--- src/rtl/pf_thr_pkg.sv ---
package pf_thr_pkg;
   typedef enum logic [1:0] {ACC_LOW, ACC_MED, ACC_HIGH} acc_e;
   typedef enum logic [1:0] {ACT_HOLD, ACT_UP, ACT_DOWN} act_e;
   localparam int NUM_EV  = 5;
   localparam int EV_SENT = 0;
   localparam int EV_USED = 1;
   localparam int EV_LATE = 2;
   localparam int EV_POLL = 3;
   localparam int EV_MISS = 4;
endpackage

--- src/rtl/pf_thr_counter.sv ---
module pf_thr_counter #(
   parameter int CW = 16
) (
   input  logic          clk,
   input  logic          rst_n,
   input  logic          inc,
   input  logic          halve,
   output logic [CW-1:0] cnt
);
   logic [CW-1:0] nxt;

   always_comb begin
      if (inc && cnt != {CW{1'b1}}) nxt = cnt + CW'(1);
      else                          nxt = cnt;
   end

   always_ff @(posedge clk) begin
      if (!rst_n)     cnt <= '0;
      else if (halve) cnt <= nxt >> 1;
      else            cnt <= nxt;
   end
endmodule

--- src/rtl/pf_thr_interval.sv ---
module pf_thr_interval #(
   parameter int EW = 16
) (
   input  logic          clk,
   input  logic          rst_n,
   input  logic          ev_evict,
   input  logic [EW-1:0] interval_len,
   output logic          close_o
);
   logic [EW-1:0] seen;
   logic [EW:0]   seen_inc;

   assign seen_inc = {1'b0, seen} + (EW+1)'(1);
   assign close_o  = ev_evict && (seen_inc >= {1'b0, interval_len});

   always_ff @(posedge clk) begin
      if (!rst_n)        seen <= '0;
      else if (close_o)  seen <= '0;
      else if (ev_evict) seen <= seen_inc[EW-1:0];
   end
endmodule

--- src/rtl/pf_thr_classify.sv ---
module pf_thr_classify
   import pf_thr_pkg::*;
#(
   parameter int CW = 16
) (
   input  logic [CW-1:0] sent,
   input  logic [CW-1:0] used,
   input  logic [CW-1:0] late,
   input  logic [CW-1:0] poll,
   input  logic [CW-1:0] miss,
   output acc_e          acc,
   output logic          late_f,
   output logic          poll_f,
   output act_e          act
);
   localparam int XW = CW + 8;
   logic [XW-1:0] s, u, l, p, m;

   assign s = XW'(sent);
   assign u = XW'(used);
   assign l = XW'(late);
   assign p = XW'(poll);
   assign m = XW'(miss);

   always_comb begin
      if (u * XW'(4) >= s * XW'(3))     acc = ACC_HIGH;
      else if (u * XW'(5) < s * XW'(2)) acc = ACC_LOW;
      else                              acc = ACC_MED;
      late_f = (l * XW'(64)) > u;
      poll_f = (p * XW'(200)) > m;
   end

   always_comb begin
      act = ACT_HOLD;
      unique case (acc)
         ACC_HIGH: begin
            if (late_f)      act = ACT_UP;
            else if (poll_f) act = ACT_DOWN;
         end
         ACC_MED: begin
            if (poll_f)      act = ACT_DOWN;
            else if (late_f) act = ACT_UP;
         end
         default: begin
            if (poll_f || late_f) act = ACT_DOWN;
         end
      endcase
   end
endmodule

--- src/rtl/pf_thr_level.sv ---
module pf_thr_level
   import pf_thr_pkg::*;
#(
   parameter int NUM_LEVELS  = 5,
   parameter int RESET_LEVEL = 2,
   parameter int MIN_DIST    = 4,
   parameter int LW          = 3,
   parameter int DW          = 7
) (
   input  logic          clk,
   input  logic          rst_n,
   input  logic          apply,
   input  act_e          act,
   input  logic          poll_f,
   output logic [LW-1:0] level,
   output logic [DW-1:0] distance,
   output logic [LW-1:0] degree,
   output logic          insert_lru,
   output logic          done
);
   localparam logic [LW-1:0] TOP = LW'(NUM_LEVELS - 1);
   logic [LW-1:0] nxt;

   always_comb begin
      nxt = level;
      if (act == ACT_UP && level != TOP)        nxt = level + LW'(1);
      else if (act == ACT_DOWN && level != '0)  nxt = level - LW'(1);
   end

   always_ff @(posedge clk) begin
      if (!rst_n) begin
         level      <= LW'(RESET_LEVEL);
         insert_lru <= 1'b0;
         done       <= 1'b0;
      end else begin
         done <= apply;
         if (apply) begin
            level      <= nxt;
            insert_lru <= poll_f;
         end
      end
   end

   assign distance = DW'(MIN_DIST) << level;
   assign degree   = (level == '0) ? LW'(1) : level;
endmodule

--- src/rtl/pf_throttle.sv ---
module pf_throttle
   import pf_thr_pkg::*;
#(
   parameter int CW          = 16,
   parameter int EW          = 16,
   parameter int NUM_LEVELS  = 5,
   parameter int RESET_LEVEL = 2,
   parameter int MIN_DIST    = 4,
   parameter int LW          = $clog2(NUM_LEVELS),
   parameter int DW          = $clog2(MIN_DIST << (NUM_LEVELS - 1)) + 1
) (
   input  logic          clk,
   input  logic          rst_n,
   input  logic [EW-1:0] interval_len,
   input  logic          ev_sent,
   input  logic          ev_used,
   input  logic          ev_late,
   input  logic          ev_pollute,
   input  logic          ev_miss,
   input  logic          ev_evict,
   output logic [LW-1:0] level,
   output logic [DW-1:0] pf_distance,
   output logic [LW-1:0] pf_degree,
   output logic          insert_lru,
   output logic          adjust_done
);
   generate
      if (NUM_LEVELS < 2) begin : g_bad_levels
         $error("pf_throttle: NUM_LEVELS must be at least 2");
      end
      if (RESET_LEVEL >= NUM_LEVELS) begin : g_bad_reset
         $error("pf_throttle: RESET_LEVEL out of range");
      end
      if (MIN_DIST < 1 || (MIN_DIST & (MIN_DIST - 1)) != 0) begin : g_bad_dist
         $error("pf_throttle: MIN_DIST must be a power of two");
      end
      if (CW < 4 || EW < 1) begin : g_bad_width
         $error("pf_throttle: counter widths too small");
      end
   endgenerate

   logic [NUM_EV-1:0] ev_vec;
   logic [CW-1:0]     cnt [NUM_EV];
   logic              closing;
   acc_e              acc;
   act_e              act;
   logic              late_f, poll_f;

   assign ev_vec[EV_SENT] = ev_sent;
   assign ev_vec[EV_USED] = ev_used;
   assign ev_vec[EV_LATE] = ev_late;
   assign ev_vec[EV_POLL] = ev_pollute;
   assign ev_vec[EV_MISS] = ev_miss;

   pf_thr_interval #(.EW(EW)) u_interval (
      .clk(clk), .rst_n(rst_n), .ev_evict(ev_evict),
      .interval_len(interval_len), .close_o(closing)
   );

   generate
      for (genvar g = 0; g < NUM_EV; g++) begin : g_ctr
         pf_thr_counter #(.CW(CW)) u_ctr (
            .clk(clk), .rst_n(rst_n), .inc(ev_vec[g]),
            .halve(closing), .cnt(cnt[g])
         );
      end
   endgenerate

   pf_thr_classify #(.CW(CW)) u_class (
      .sent(cnt[EV_SENT]), .used(cnt[EV_USED]), .late(cnt[EV_LATE]),
      .poll(cnt[EV_POLL]), .miss(cnt[EV_MISS]),
      .acc(acc), .late_f(late_f), .poll_f(poll_f), .act(act)
   );

   pf_thr_level #(
      .NUM_LEVELS(NUM_LEVELS), .RESET_LEVEL(RESET_LEVEL),
      .MIN_DIST(MIN_DIST), .LW(LW), .DW(DW)
   ) u_level (
      .clk(clk), .rst_n(rst_n), .apply(closing), .act(act), .poll_f(poll_f),
      .level(level), .distance(pf_distance), .degree(pf_degree),
      .insert_lru(insert_lru), .done(adjust_done)
   );
endmodule

--- config.mk ---
export PLATFORM = sky130hd
export DESIGN_NAME = pf_throttle
export DESIGN_NICKNAME = d
export VERILOG_FILES = /design/src/rtl/pf_thr_pkg.sv /design/src/rtl/pf_thr_counter.sv /design/src/rtl/pf_thr_interval.sv /design/src/rtl/pf_thr_classify.sv /design/src/rtl/pf_thr_level.sv /design/src/rtl/pf_throttle.sv
export SDC_FILE = /design/constraint.sdc
export NUM_CORES = 1
export LEC_CHECK = 0
export BUFFER_PORTS_ARGS = -buffer_cell sky130_fd_sc_hd__buf_2
export CAP_MARGIN = 40
export CORE_MARGIN = 2
export CORE_UTILIZATION = 43
export CTS_BUF_LIST = sky130_fd_sc_hd__clkbuf_4
export CTS_CLUSTER_SIZE = 8
export DETAILED_ROUTE_END_ITERATION = 16
export GPL_TIMING_DRIVEN = 0
export PLACE_DENSITY = 0.67
export SLEW_MARGIN = 0
export SYNTH_ARGS = -nofsm -noshare
export SYNTH_HDL_FRONTEND = slang
export SYNTH_SLANG_ARGS = --single-unit
export TNS_END_PERCENT = 50
--- constraint.sdc ---
create_clock -name clk -period 5.6 [get_ports clk]
set_input_delay 0.84 -clock clk [delete_from_list [all_inputs] [get_ports clk]]
set_output_delay 0.84 -clock clk [all_outputs]
set_load 0.02 [all_outputs]
# ---- Yosys cells after proc, flatten, opt, wreduce, memory -nomap -nowiden
# Cells that the tools add are included.
dict set report op_classes {
  addsub 8
  n_mul 3
  magnitude_cmp 5
  eq_ne 10
  shift 1
  mux 21
  bitwise 1
  reduce_logical 19
}
# operator n
set ops {}
lappend ops {{adder 16 x 1 -> 16 bit (second input constant)} 5}
lappend ops {{two-way mux 16 bit} 5}
lappend ops {{!= test 16 bit (second input constant)} 5}
lappend ops {{two-way mux 15 bit} 5}
lappend ops {{>= comparator 18 x 24 -> 1 bit} 1}
lappend ops {{greater-than comparator 24 x 16 -> 1 bit} 1}
lappend ops {{less-than comparator 24 x 17 -> 1 bit} 1}
lappend ops {{greater-than comparator 22 x 16 -> 1 bit} 1}
lappend ops {{multiplier 16 x 5 -> 21 bit (second input constant)} 1}
lappend ops {{multiplier 16 x 3 -> 19 bit (second input constant)} 1}
lappend ops {{multiplier 16 x 2 -> 18 bit (second input constant)} 1}
lappend ops {{adder 16 x 1 -> 17 bit (second input constant)} 1}
lappend ops {{>= comparator 17 x 16 -> 1 bit} 1}
lappend ops {{nonzero test 2 bit} 6}
lappend ops {{two-way mux 2 bit} 5}
lappend ops {{two-way mux 3 bit} 3}
lappend ops {{logical AND 1 bit} 8}
lappend ops {{<< shifter 3 x 3 -> 7 bit (first input constant)} 1}
lappend ops {{== test 2 x 1 -> 1 bit (second input constant)} 2}
lappend ops {{== test 2 bit (second input constant)} 2}
lappend ops {{one-hot mux 2 bit (2 select lines)} 1}
lappend ops {{adder 3 x 1 -> 3 bit (second input constant)} 1}
lappend ops {{logical NOT 3 bit} 1}
lappend ops {{!= test 3 bit (second input constant)} 1}
lappend ops {{other kinds (7)} 8}
dict set report totals {
  reg_bits 101
  input_bits 24
  word_cells 87
}

# ---- Depth between registers and ports, before layout
# Gate-level depths: netlist (run 1).
dict set report logic_depth {
  ltp_word 10
  mapped_depth 24
}

# ---- Modules after synthesis
# From an unflattened synthesis (run 1), not the netlist that was laid out.
dict set report hier_totals {
  cells_unflattened 1408
  hier_area_um2 11813.8
}
# module n_inst cells_per_inst area_per_inst_um2 seq_area_each_um2
set modules_own_cells {}
lappend modules_own_cells {pf_thr_counter 5 125 1083.5 320.3}
lappend modules_own_cells {pf_thr_classify 1 570 4551.9 0.0}
lappend modules_own_cells {pf_thr_interval 1 170 1478.9 320.3}
lappend modules_own_cells {pf_thr_level 1 43 365.4 100.1}

# ---- Least setup slack after synthesis (run 1)
# Ideal clock, no wire load.
dict set report synth_path {
  path_kind {register to register}
  startpoint {register g_ctr[3].u_ctr.cnt[2]}
  endpoint {register u_level.level[2]}
  setup_time_ps 72
  arrival_ps 4720
  slack_ps 809
  path_stages_with_launch 22
  period_less_slack_ps 4791
  cell_sequence {dfxtp_1 -> ha_1 -> ha_1 -> fa_1 -> ha_1 -> a211oi_1 -> o21bai_1 -> a21oi_1 -> o21ai_0 -> a21oi_1 -> xnor2_1 -> ha_1 -> nand4_1 -> nor3_1 -> a32o_1 -> nand4_1 -> nor4_2 -> a22oi_2 -> fa_1 -> nand2b_1 -> o22ai_1 -> mux2i_1}
}
dict set report synth_via {
  elab_chain_cells 9
  word_cells_on_any_way 15
  classes_between {1 x mul; 1 x order compare; 2 x eq/ne; 6 x mux; 5 x reduce/logical}
}
# element line
set synth_lines {}
lappend synth_lines {{start, declared} pf_thr_counter.sv:8} ;# output logic [CW-1:0] cnt
lappend synth_lines {{start signal, assigned} pf_thr_counter.sv:19} ;# else if (halve) cnt <= nxt >> 1;
lappend synth_lines {{start signal, assigned} pf_thr_counter.sv:20} ;# else cnt <= nxt;
lappend synth_lines {{multiplier 16 x 5 -> 21 bit (*)} pf_thr_classify.sv:30} ;# poll_f = (p * XW'(200)) > m;
lappend synth_lines {{greater-than comparator 24 x 16 -> 1 bit (*)} pf_thr_classify.sv:30}
lappend synth_lines {{two-way mux 2 bit / logical OR 1 bit (equally long branches)} {pf_thr_classify.sv:38, pf_thr_classify.sv:45}}
lappend synth_lines {{two-way mux 2 bit, on equally long branches} {pf_thr_classify.sv:37, pf_thr_classify.sv:45}}
lappend synth_lines {{one-hot mux 2 bit (2 select lines) (*)} pf_thr_classify.sv:35} ;# unique case (acc)
lappend synth_lines {{== test 2 bit / == test 2 x 1 -> 1 bit (equally long branches)} {pf_thr_level.sv:27, pf_thr_level.sv:26}}
lappend synth_lines {{logical AND 1 bit, on equally long branches} {pf_thr_level.sv:27, pf_thr_level.sv:26}}
lappend synth_lines {{nonzero test 2 bit (no line)} -}
lappend synth_lines {{AND reduction 2 bit (no line)} -}
lappend synth_lines {{end signal, assigned} pf_thr_level.sv:32} ;# level <= LW'(RESET_LEVEL);
lappend synth_lines {{end signal, assigned} pf_thr_level.sv:38} ;# level <= nxt;
lappend synth_lines {{end, declared} pf_thr_level.sv:15} ;# output logic [LW-1:0] level,
# Every way passes the cells marked *; elsewhere a longest branch is shown, timed or not.
# A chain may end at the register's enable or synchronous reset.

# ---- Worst setup path in the final report (run 1)
dict set report layout_path {
  startpoint {register g_ctr[3].u_ctr.cnt[5]}
  endpoint {register u_level.level[2]}
}
# The elaborated chain is that of the path after synthesis.

==> results of run 1 <==
[cells by family (layout without fill, tap and decap cells)]
| group | count (synthesis) | count (layout) |
|---|---|---|
| other cells | 1 | 3 |
| xor+xnor | 129 | 129 |
| flops | 101 | 101 |
| fa+ha+maj | 188 | 188 |
| simple gates | 505 | 505 |
| mux | 9 | 9 |
| buf+inv | 180 | 230 |
| compound gates | 249 | 249 |
[synth_stat cells, drive strengths merged (9+ instances only)]
library cell	count	area, sq um
xnor2	83	727
nor2b	11	68.8
fa	14	280
and2	9	56.3
nor3	27	140
nor2	113	424
nand4	26	163
inv	129	484
buf	22	116
a21o	26	196
nand2b	10	62.6
xor2	46	403
and3	61	383
o21ai	42	210
nand3	52	265
a21oi	59	299
dfxtp	101	2020
o21bai	10	75.1
nor4	10	90.1
o211ai	9	67.6
a211oi	31	233
mux2i	9	90.1
nand2	158	593
ha	174	2180
o21a	10	75.1
clkbuf	29	109
[where the power goes]
group          leakage, uW  internal, uW  switching, uW
registers         0.000819           727           12.0
clock network    0.0000729           141            280
logic              0.00459          79.9            106
[area by class of cell]
class                      instances  area share
antenna                            1    0.000220
buffer                            51      0.0198
clock buffer                      10     0.00661
clock inverter                     5     0.00529
inverter                         129      0.0427
multi-input combinational       1082       0.695
sequential                       101       0.179
tap                              324      0.0357
timing repair buffer              35      0.0157
[metrics by stage]
step | setup slack (ns) | area, sq um | instances
after floorplan | 0.809 | 10600 | 1363
after global routing | -0.0166 | 11400 | 1738
after CTS | 0.00761 | 11300 | 1737
final | 0.320 | 11400 | 1738
after global placement | -0.229 | 11100 | 1721
after detailed placement | -0.265 | 11100 | 1721
[flip-flops by register name (all words and copies together), names as in the netlist]
name and flops:
g_ctr.u_ctr.cnt 80, u_interval.seen 16, u_level.done 1, u_level.insert_lru 1
u_level.level 3
[routing by layer]
layer,vias up,wire length (um),global-route usage
li1,4860,-,-
met1,4460,12500,0.273
met3,48,831,0.0145
met4,0,764,0.0820
met2,166,12700,0.368
met5,-,0,0
[worst max-delay path by stage]
stage	from	to	slack (ns)	depth (start not counted)
floorplan	g_ctr[3].u_ctr.cnt[2]	u_level.level[2]	0.81	21
global placement	g_ctr[3].u_ctr.cnt[0]	u_level.level[2]	-0.23	21
detailed placement	g_ctr[3].u_ctr.cnt[2]	u_level.level[2]	-0.26	21
CTS	g_ctr[3].u_ctr.cnt[4]	u_level.level[2]	0.008	23
global route	g_ctr[3].u_ctr.cnt[2]	u_level.level[2]	-0.02	22
finish	g_ctr[3].u_ctr.cnt[5]	u_level.level[2]	0.32	22
[critical path, cell delays in order, from the launching register on]
cell,delay (ns)
dfxtp_1,0.47
ha_1,0.27
ha_1,0.28
inv_1,0.05
fa_1,0.50
inv_1,0.04
ha_1,0.35
nor4_1,0.37
a21oi_2,0.08
nand2_1,0.09
xnor2_1,0.16
ha_1,0.30
a21oi_1,0.16
nand2_1,0.06
a21oi_1,0.17
a32o_2,0.23
nand4_1,0.15
nor4_4,0.42
a22oi_2,0.16
fa_2,0.36
nand2b_1,0.16
o22ai_2,0.17
mux2i_1,0.21
[what timing repair did]
item,4_1_cts,5_1_grt
setup endpoints to repair,2,3
buffers inserted,1,0
gates cloned,0,0
gates resized for setup,5,15
pin swaps,1,9
==> results.cfg, run 1 <==
[run_status]
outcome = completed

[final_layout]
drive_gt1_frac = 0.0679
fin_nets = 1621
final_cell_mix = 173 x ha_1, 158 x nand2_1, 129 x inv_1
multi_input_area_sq_um = 7890
fillers = 2478
fin_util = 0.468
layout_commonest_cell = ha_1
area_growth_pct = 7.41
regArea_sq_um = 2030

[clock_network]
cts.clk_slew.worst_paths_ns = 0.18
clock_path_buffers = 2
htree_levels = 3
cts_root_buf = clkbuf_4
cts_tree = built
clock_sinks = 101
hold_buffers = 0
numCtsBuffers = 9
insertion_delay_ns = 0.51

[grt]
grt_max_degree = 17
antenna_found_initial = 1
grt_pass1_vias = 9287
overflow = 0
grt_first_pass_wirelength_um = 44700
grtUsageTotal = 0.211

[pwr]
power_uw = 1350
powerDensity_nw_per_um2 = 119
vdd_drop_max_mv = 0.0951
p_leak_uw = 0.00548

[synthesis]
syn_area_sq_um = 10600
synth_cell_types = 73
syn_avg_cell_area_sq_um = 7.76
yosys_warnings = 0
async_flop_share = 0
synth_compound_area_frac = 0.160
synth_top_family_by_area = simple AND/OR/NAND/NOR gates
muxShareOfSynthArea = 0.00852
synth_xor_xnor_area_share = 0.107
seq_area_frac_synth = 0.191
synth_fa_ha_area_frac = 0.233
yosys.area_share.simple = 0.233
synth_top_flop_cell = dfxtp_1
synth_edf_count = 0
synth_seq_cells = 101
synthesis.instances = 1362

[die]
row_count = 57
coreArea_sq_um = 24200
die_h_um = 161
start_util = 0.436
die_area_sq_um = 25800
ioPinCount = 39
fp.dieW_um = 161

[timing]
final.min_clock_period_ns = 5.28
hold_viol = 0
relSlewSlack = 0.441
fin_tns_setup_ns = 0
fmax_mhz = 189
setup_viol = 0
grt_setup_unrepaired = true
worstMarginPinSlew_ns = 0.839
min_period_over_period = 0.943
holdWs_ns = 0.540
drv_slew = 0
fin_worst_skew_ns = 0.0162

[route]
via_count = 9534
first_pass_iters = 5
via_per_inst = 5.49
wl_per_cell_um = 15.4
drc = 0
routed_wirelength_um = 26800
drt_iter0_drc = 653
ant_nets = 0

[hold_path]
min_path_cells = 2
hold-path-endpoint = g_ctr[4].u_ctr.cnt[5]
worst_hold_path_type = flip-flop to flip-flop
min_from = g_ctr[4].u_ctr.cnt[6]

[setup_path]
cp.required_ns = 6.05
path_class = flip-flop to flip-flop
path_max_fanout = 4
reg2regPathDepth = 22
cp-start-kind = flip-flop
r2r_end = u_level.level[2]
worstPathArrival_ns = 5.73
r2r_slack_ns = 0.32
end_kind = flip-flop
reg2reg_from = g_ctr[3].u_ctr.cnt[5]

[placement]
io_buffer_count = 34
gp_congestion = 0.880
dp.final_hpwl_um = 20900

[run]
maxCapViolations = 0
Note: power is estimated with default switching activity, not from simulation.
==> run 2: changes to the inputs <==
--- a/config.mk
+++ b/config.mk
@@ -8,12 +8,12 @@
 export BUFFER_PORTS_ARGS = -buffer_cell sky130_fd_sc_hd__buf_2
 export CAP_MARGIN = 40
 export CORE_MARGIN = 2
-export CORE_UTILIZATION = 43
+export CORE_UTILIZATION = 60
 export CTS_BUF_LIST = sky130_fd_sc_hd__clkbuf_4
 export CTS_CLUSTER_SIZE = 8
 export DETAILED_ROUTE_END_ITERATION = 16
 export GPL_TIMING_DRIVEN = 0
-export PLACE_DENSITY = 0.67
+export PLACE_DENSITY = 0.86
 export SLEW_MARGIN = 0
 export SYNTH_ARGS = -nofsm -noshare
 export SYNTH_HDL_FRONTEND = slang
==> run 2 against run 1 <==
  * Count of clock-buffer cells in the layout decreased by 1
  * Clock skew rose by 0.016 ns
  * Global-route usage up 7.5 points
  * First-iteration DRC count up 0.46%
  * Clock power is 13% lower
  * Critical path type unchanged
==> results.cfg, run 2 (same netlist as run 1, synthesis figures left out) <==
[final_layout]
final_cell_mix = 173 x ha_1, 158 x nand2_1, 129 x inv_1
largest_reg_flops = 80
layout_commonest_cell = ha_1
fin_nets = 1621
reg_top3 = g_ctr.u_ctr.cnt x80, u_interval.seen x16, u_level.level x3
drive_gt1_frac = 0.0651
top_register = g_ctr.u_ctr.cnt
area_growth_pct = 5.94
fin_util = 0.650

[pwr]
powerDensity_nw_per_um2 = 115
p_leak_uw = 0.00546
vdd_drop_max_mv = 0.109

[grt]
overflow = 0
grt_pass1_vias = 9361
grt_first_pass_wirelength_um = 43400
grt_max_degree = 18
grtUsageTotal = 0.286
antenna_found_initial = 0

[clock_network]
insertion_delay_ns = 0.50
clock_path_buffers = 2
cts_tree = built
clock_sinks = 101
cts_root_buf = clkbuf_4
htree_levels = 3
hold_buffers = 0
numCtsBuffers = 9
cts.clk_slew.worst_paths_ns = 0.17

[timing]
drv_slew = 0
fmax_mhz = 187
final.min_clock_period_ns = 5.34
worstMarginPinSlew_ns = 0.821
min_period_over_period = 0.953
hold_viol = 0
setup_viol = 0
fin_worst_skew_ns = 0.0320
fin_tns_setup_ns = 0
relSlewSlack = 0.453

[run]
maxCapViolations = 0

[die]
ioPinCount = 39
start_util = 0.613
row_count = 48
die_area_sq_um = 18700
die_h_um = 137
fp.dieW_um = 137
coreArea_sq_um = 17200

[setup_path]
cp_slowest_cell = fa_1
cp_common_cell = ha_1
path_class = flip-flop to flip-flop
cp-start-kind = flip-flop
path_cells = ha_1 > ha_1 > fa_1 > ha_2 > a211oi_2 > o21bai_1 > a21oi_2 > o21ai_0 > a21oi_1 > xnor2_1 > ha_1 > nand4_1 > nor3_2 > o21ai_0 > a32o_1 > nand4_1 > nor4_4 > buf_4 > a22oi_2 > fa_1 > nand2b_1 > o22ai_1 > mux2i_1
crit_buf_inv = 1
slowest_delay_ns = 0.52
worstPathArrival_ns = 5.78
path_max_fanout = 5
cp.required_ns = 6.04
end_kind = flip-flop
crit_family = adder cells

[placement]
io_buffer_count = 34
dp.final_hpwl_um = 20700
gp_congestion = 0.936

[hold_path]
worst_hold_path_type = flip-flop to flip-flop

[route]
wl_met1_um = 11700
via_count = 9827
highest_layer = met4
via_per_inst = 6.00
routed_wirelength_um = 26400
dr_wl_met3_um = 1520
wl_per_cell_um = 16.1
drt_iter0_drc = 656
met2_length_um = 12600
drc = 0
ant_nets = 0
first_pass_iters = 7

[run_status]
outcome = completed
[run 2: cell types whose count changed in the layout (fill, tap and decap cells not counted), sizes merged]
cell      delta
clkbuf       -1
clkinvlp     +1
bufinv       -1
inv          +1
[run 2: stage by stage]
stage | worst slack, ns | power [uW] | hold slack, ns | instance area, sq um | instances
finish | 0.263 | 1290 | 0.544 | 11200 | 1639
global route | -0.0178 | 1340 | 0.582 | 11200 | 1638
CTS | 0.0289 | 1280 | 0.534 | 11100 | 1637
detailed placement | -0.172 | 926 | 0.513 | 11000 | 1622
global placement | -0.0531 | 919 | 0.500 | 11000 | 1622
floorplan | 0.809 | 872 | 0.480 | 10600 | 1363
[run 2: worst paths after layout]
check             slack [ns]  depth (start not counted)            endpoint                  start
hold reg to reg         0.54                          2  u_level.insert_lru     u_level.insert_lru
hold / removal          0.54                          2  u_level.insert_lru     u_level.insert_lru
setup / recovery        0.26                         23    u_level.level[2]  g_ctr[3].u_ctr.cnt[2]
setup reg to reg        0.26                         23    u_level.level[2]  g_ctr[3].u_ctr.cnt[2]
[run 2: timing repair]
action | 4_1_cts | 5_1_grt
hold endpoints to repair | 0 | 0
pin swaps | 1 | 5
setup buffers | 0 | 1
resized for setup | 1 | 17
setup endpoints to repair | 1 | 2
[run 2: per-layer routing]
metal	global-route usage	up-vias
met5	0	-
met4	0.0955	0
met3	0.0411	52
met2	0.491	288
met1	0.367	4626
li1	-	4861
[run 2: report_power, final]
group,internal (uW),switching (uW),leakage [uW],total (uW)
Clock,92.7,273,0.0000580,366
Sequential,727,12.3,0.000819,739
Combinational,80.8,104,0.00458,185
Total,901,389,0.00546,1290
[run 2: cell type report]
| type | count | area [sq um] |
|---|---|---|
| multi-input cells | 1082 | 7880 |
| fillers | 1474 | 6040 |
| flip-flops and latches | 101 | 2030 |
| inverters | 129 | 484 |
| well taps | 225 | 282 |
| plain buffers | 51 | 225 |
| repair buffers | 35 | 178 |
| clock buffers | 9 | 67.6 |
| clock inverters | 6 | 47.5 |
| diodes | 1 | 2.50 |
[run 2: worst reg2reg max path, delay by kind of cell, from the launching register on]
family | cells | cell delay [ns]
adder cells (fa/ha/maj) | 6 | 2.15
AO/OA/AOI/OAI | 9 | 1.38
AND/OR/NAND/NOR | 5 | 0.76
flip-flops | 1 | 0.38
multiplexers | 1 | 0.22
buffers and inverters | 1 | 0.20
XOR/XNOR | 1 | 0.18
